==> config.mk <==
export PLATFORM = sky130hd
export DESIGN_NAME = vme_slot_decoder
export DESIGN_NICKNAME = d
export VERILOG_FILES = /design/src/rtl/vsd_pkg.sv /design/src/rtl/vsd_base_reg.sv /design/src/rtl/vsd_window.sv /design/src/rtl/vsd_cfg_rom.sv /design/src/rtl/vme_slot_decoder.sv
export SDC_FILE = /design/constraint.sdc
export NUM_CORES = 1
export LEC_CHECK = 0
export BUFFER_PORTS_ARGS = -buffer_cell sky130_fd_sc_hd__clkbuf_2
export CORE_MARGIN = 3
export CORE_UTILIZATION = 42
export CTS_BUF_LIST = sky130_fd_sc_hd__clkbuf_16
export DETAILED_ROUTE_END_ITERATION = 7
export GPL_ROUTABILITY_DRIVEN = 1
export GPL_TIMING_DRIVEN = 0
export PLACE_DENSITY = 0.77
export SYNTH_ARGS = -nofsm -noshare
export SYNTH_HDL_FRONTEND = slang
export SYNTH_SLANG_ARGS = --single-unit
==> constraint.sdc <==
create_clock -name clk -period 2.3 [get_ports clk]
set_input_delay 0.46 -clock clk [delete_from_list [all_inputs] [get_ports clk]]
set_output_delay 0.46 -clock clk [all_outputs]
set_load 0.005 [all_outputs]
==> src/rtl/vsd_pkg.sv <==
package vsd_pkg;

   typedef enum logic [1:0] {
      SP_CFG = 2'd0,
      SP_REG = 2'd1,
      SP_MEM = 2'd2,
      SP_BLK = 2'd3
   } space_e;

   localparam int NUM_SPACES = 4;
   localparam int AM_W       = 6;
   localparam int CFG_DW     = 16;

   // modifier code that opens each space, indexed by space code
   function automatic logic [AM_W-1:0] am_code(input int s);
      case (s)
         0:       return 6'h37;
         1:       return 6'h29;
         2:       return 6'h39;
         default: return 6'h0B;
      endcase
   endfunction

   // topmost address bit of the compared field in each space
   function automatic int field_top(input int s);
      case (s)
         0:       return 23;
         1:       return 15;
         2:       return 23;
         default: return 31;
      endcase
   endfunction

endpackage

==> src/rtl/vsd_base_reg.sv <==
module vsd_base_reg #(
   parameter int BASE_W = 5
) (
   input  logic              clk,
   input  logic              rst_n,
   input  logic [BASE_W-1:0] ga,
   input  logic              wr_stb,
   input  logic [BASE_W-1:0] wr_val,
   output logic [BASE_W-1:0] base
);

   always_ff @(posedge clk) begin
      if (!rst_n)      base <= ga;
      else if (wr_stb) base <= wr_val;
   end

endmodule

==> src/rtl/vsd_window.sv <==
module vsd_window
   import vsd_pkg::*;
#(
   parameter int ADDR_W = 32,
   parameter int BASE_W = 5,
   localparam int OFF_W = ADDR_W - BASE_W
) (
   input  logic [AM_W-1:0]   am,
   input  logic [ADDR_W-1:0] addr,
   input  logic              wr,
   input  logic [BASE_W-1:0] base,
   input  logic [BASE_W-1:0] ga,
   output logic [NUM_SPACES-1:0] match,
   output logic [OFF_W-1:0]  off [NUM_SPACES]
);

   for (genvar s = 0; s < NUM_SPACES; s++) begin : g_sp
      localparam int TOP = field_top(s);
      localparam int LSB = TOP - BASE_W + 1;
      logic [BASE_W-1:0] fld;
      logic [BASE_W-1:0] ref_val;
      logic              dir_ok;

      assign fld = addr[TOP:LSB];

      if (s == 0) begin : g_geo
         assign ref_val = ga;
      end else begin : g_prog
         assign ref_val = base;
      end

      if (s == 3) begin : g_rd_only
         assign dir_ok = !wr;
      end else begin : g_rw
         assign dir_ok = 1'b1;
      end

      assign match[s] = (am == am_code(s)) && (fld == ref_val) && dir_ok;

      if (LSB == OFF_W) begin : g_full
         assign off[s] = addr[LSB-1:0];
      end else begin : g_pad
         assign off[s] = {{(OFF_W-LSB){1'b0}}, addr[LSB-1:0]};
      end
   end

endmodule

==> src/rtl/vsd_cfg_rom.sv <==
module vsd_cfg_rom
   import vsd_pkg::*;
#(
   parameter int         BASE_W  = 5,
   parameter int         OFF_W   = 27,
   parameter logic [7:0] VENDOR  = 8'hA6,
   parameter logic [6:0] MOD_ID  = 7'h01,
   parameter logic [7:0] MOD_REV = 8'h01
) (
   input  logic [OFF_W-1:0]  off,
   input  logic [BASE_W-1:0] base,
   output logic [CFG_DW-1:0] word
);

   localparam int PAD_W = 8 - BASE_W;

   logic [7:0] base_byte;

   if (PAD_W == 0) begin : g_nopad
      assign base_byte = base;
   end else begin : g_pad
      assign base_byte = {base, {PAD_W{1'b0}}};
   end

   always_comb begin
      case (off)
         OFF_W'(0): word = {VENDOR, 8'h00};
         OFF_W'(2): word = {1'b0, MOD_ID, MOD_REV};
         OFF_W'(4): word = {base_byte, 8'h00};
         default:   word = '0;
      endcase
   end

endmodule

==> src/rtl/vme_slot_decoder.sv <==
module vme_slot_decoder
   import vsd_pkg::*;
#(
   parameter int         ADDR_W  = 32,
   parameter int         BASE_W  = 5,
   parameter logic [7:0] VENDOR  = 8'hA6,
   parameter logic [6:0] MOD_ID  = 7'h01,
   parameter logic [7:0] MOD_REV = 8'h01,
   localparam int        OFF_W   = ADDR_W - BASE_W
) (
   input  logic              clk,
   input  logic              rst_n,
   input  logic [BASE_W-1:0] ga,
   input  logic              cyc_valid,
   input  logic [AM_W-1:0]   am,
   input  logic [ADDR_W-1:0] addr,
   input  logic              wr,
   input  logic [CFG_DW-1:0] wdata,
   output logic              hit,
   output logic [1:0]        space,
   output logic [OFF_W-1:0]  offset,
   output logic [CFG_DW-1:0] rdata
);

   if (ADDR_W != 32) begin : g_chk_aw
      $error("vme_slot_decoder: ADDR_W must be 32");
   end
   if (BASE_W < 1 || BASE_W > 8) begin : g_chk_bw
      $error("vme_slot_decoder: BASE_W must be 1..8");
   end

   logic [NUM_SPACES-1:0] match;
   logic [OFF_W-1:0]      off [NUM_SPACES];
   logic [BASE_W-1:0]     base;
   logic [CFG_DW-1:0]     cfg_word;
   logic                  any_hit;
   space_e                sel;
   logic [OFF_W-1:0]      sel_off;
   logic                  csr_wr;

   vsd_window #(.ADDR_W(ADDR_W), .BASE_W(BASE_W)) u_win (
      .am    (am),
      .addr  (addr),
      .wr    (wr),
      .base  (base),
      .ga    (ga),
      .match (match),
      .off   (off)
   );

   always_comb begin
      any_hit = 1'b0;
      sel     = SP_CFG;
      sel_off = '0;
      for (int s = 0; s < NUM_SPACES; s++) begin
         if (match[s] && !any_hit) begin
            any_hit = 1'b1;
            sel     = space_e'(s);
            sel_off = off[s];
         end
      end
      any_hit = any_hit && cyc_valid;
   end

   assign csr_wr = cyc_valid && match[0] && wr && (off[0] == OFF_W'(4));

   vsd_base_reg #(.BASE_W(BASE_W)) u_base (
      .clk    (clk),
      .rst_n  (rst_n),
      .ga     (ga),
      .wr_stb (csr_wr),
      .wr_val (wdata[CFG_DW-1 -: BASE_W]),
      .base   (base)
   );

   vsd_cfg_rom #(
      .BASE_W (BASE_W),
      .OFF_W  (OFF_W),
      .VENDOR (VENDOR),
      .MOD_ID (MOD_ID),
      .MOD_REV(MOD_REV)
   ) u_rom (
      .off  (off[0]),
      .base (base),
      .word (cfg_word)
   );

   always_ff @(posedge clk) begin
      if (!rst_n) begin
         hit    <= 1'b0;
         space  <= 2'd0;
         offset <= '0;
         rdata  <= '0;
      end else begin
         hit    <= any_hit;
         space  <= any_hit ? sel : 2'd0;
         offset <= any_hit ? sel_off : '0;
         rdata  <= (any_hit && sel == SP_CFG && !wr) ? cfg_word : '0;
      end
   end

endmodule

==> metrics.yaml <==
gp_congestion: 0.870
synth_area_leaders: "dfxtp_1 (44%), edfxtp_1 (8.9%), xor2_1 (8.8%)"
synthArstFlopShare_pct: 0
rsz0062_at_grt: "no"
fin_crit_sh_pct: 87.5
dieArea_mm2: 0.00481
ant_nets: 0
finish.net_count: 325
yosys.cell_types.count: 30
drcViolationCount: 0
fmax_mhz: 497
critPathKind: "reg -> reg"
io_pins: 109
setup_viol: 0
finalCriticalPeriod_ns: 2.01
maxSlewHeadroom_pct: 55.3
grt_pass1_vias: 1407
syn_inst: 160
tightest_slew_ns: 0.664
yosysMostFrequentCell: "dfxtp_1"
startpoint_type: "flop"
vdd_drop_max_mv: 0.352
first_pass_iters: 4
arrival_ns: 2.24
report.final.hold_viol_count: 0
cp_slowest_stage_delay_ns: 0.54
tns_ns: 0
portBuffers: 89
yosys_most_used_dff: "dfxtp_1"
end_kind: "flop"
yosysSeqAreaShare_pct: 52.8
cts_resized: 0
detailed_place_hpwl_mm: 3.24
cts_tree: "done"
finClkSkew_ns: 0.00299
antenna-diode-count: 0
initial_utilization_pct: 44.7
syn_avg_cell_area_um2: 10.5
grt-ovfl-total: 0
syn2layout_area_growth_pct: 39.8
drt_iter0_drc: 85
ys_seq_elements: 42
required_ns: 2.53
syn-cell-area_mm2: 0.00169
grt_usage_pct: 17.2
clk_latency_ns: 0.28
path_max_fanout: 8
hold_ws_ns: 0.375
numCtsBuffers: 5
grt_pass1_wl_mm: 6.54
drive_gt1_share_pct: 43.7
slew_viol_final: 0
power_density_mw_per_mm2: 666
maxCapViolCount: 0
die_w_um: 69.4
n_fill_cell: 332
die_h_um: 69.4
cp_slowest_cell: "a31oi_1"
synth_warnings: 0
cts-htree-levels: 2
cts_hold_buf: 0
synthTopCellsByCount: "dfxtp_1 (37), and2_1 (18), xor2_1 (17)"
antenna_found_initial: 0
hold_path_class: "in -> reg"
vias: 1452
p_leak_uw: 0.00117
rows: 22
postCtsSetupRepairBufs: 0
synth_top_area_share_pct: 43.9
post_drt_wl_per_cell_um: 12.9
root_buffer: "clkbuf_16"
routed_wl_mm: 4.01
core-area_mm2: 0.00377
synth_top_cell_by_area: "dfxtp_1"
synth-edff-count: 5
numClockSinks: 42
grt_max_degree: 14
crit_path_cell_trace: "xor2_1, nor3_1, nand4_1, a31oi_1, and2_1"
cts_buffer_depth: 2
path_clk_slew_ns: 0.06
outcome: "finished, final reports clean"
viasPerCell: 4.67
## critical path: cells and delay by family (launching register included)
kind,cells,cell delay (ns)
AND/OR/NAND/NOR,3,0.72
XOR/XNOR,1,0.20
flip-flops,1,0.50
AO/OA/AOI/OAI,1,0.54
## routing by layer
layer	vias to the layer above	wire length [µm]	GRT usage [%]
met5	-	0	0
li1	738	-	-
met3	7	454	6.38
met1	636	1640	20.8
met4	0	59	5.86
met2	71	1850	28.2
## sequential cells by signal, summed over array words and instances, names as in the netlist
register,count
space,2
offset,27
rdata,7
hit,1
u_base.base,5
## cells in the final DEF, fill, tap and decap left out, types with 2 or more instances in the layout
master,count
conb_1,7
nor3_1,6
nor2b_1,3
nor3_2,2
nand4_1,5
clkbuf_2,89
and2_1,18
edfxtp_1,5
mux2_2,5
dfxtp_1,37
nand2_1,8
and3_1,11
nor4_1,6
nand3_1,2
buf_4,9
clkbuf_1,2
nor2_1,7
xor2_1,17
xnor2_1,3
a21oi_1,2
clkbuf_16,5
## where the power goes
| part | internal, µW | total [µW] | switching, µW | leakage, µW |
|---|---|---|---|---|
| Sequential | 752 | 767 | 15.0 | 0.000347 |
| Combinational | 74.8 | 143 | 68.2 | 0.000750 |
| Clock | 397 | 659 | 262 | 0.0000750 |
| Total | 1220 | 1570 | 345 | 0.00117 |
## through the flow
stage / cells / total power [µW] / utilization [%] / setup slack, ns / area (µm²)
3_3_place_gp: 303 / 923 / 58.7 / 0.0741 / 2210
5_1_grt: 311 / 1650 / 62.5 / 0.0512 / 2360
4_1_cts: 311 / 1590 / 62.5 / 0.282 / 2360
3_5_place_dp: 303 / 926 / 58.7 / 0.0279 / 2210
6_report: 311 / 1570 / 62.5 / 0.287 / 2360
2_1_floorplan: 166 / 851 / - / 0.501 / 1710
## path summary, 6_finish.rpt
check	slack [ns]	depth (start not counted)	startpoint	endpoint
max	0.29	5	u_base.base[2]$_DFFE_PP_	offset[16]$_SDFF_PN0_
min	0.38	2	addr[25]	offset[25]$_SDFF_PN0_
max reg2reg	0.29	5	u_base.base[2]$_DFFE_PP_	offset[16]$_SDFF_PN0_
min reg2reg	0.62	2	u_base.base[1]$_DFFE_PP_	rdata[12]$_SDFF_PN0_
## kinds of logic (layout without fill, tap and decap cells)
group	Yosys count	after routing	share of synthesized area, %
simple gates	75	75	26.6
buf+inv	13	110	5.41
other cells	1	7	0.222
flops	42	42	52.8
compound gates	4	4	1.26
xor+xnor	20	20	10.4
mux	5	5	3.34
## layout make-up
class,instances,area [µm²],share of cell area [%]
Timing Repair Buffer,89,445,18.9
Sequential cell,42,891,37.8
Clock buffer,5,125,5.31
Multi-Input combinational cell,111,727,30.8
Clock inverter,3,17.5,0.743
Tap cell,48,60.1,2.55
Buffer,13,91.3,3.87
Power figures use the tool's default switching activity.
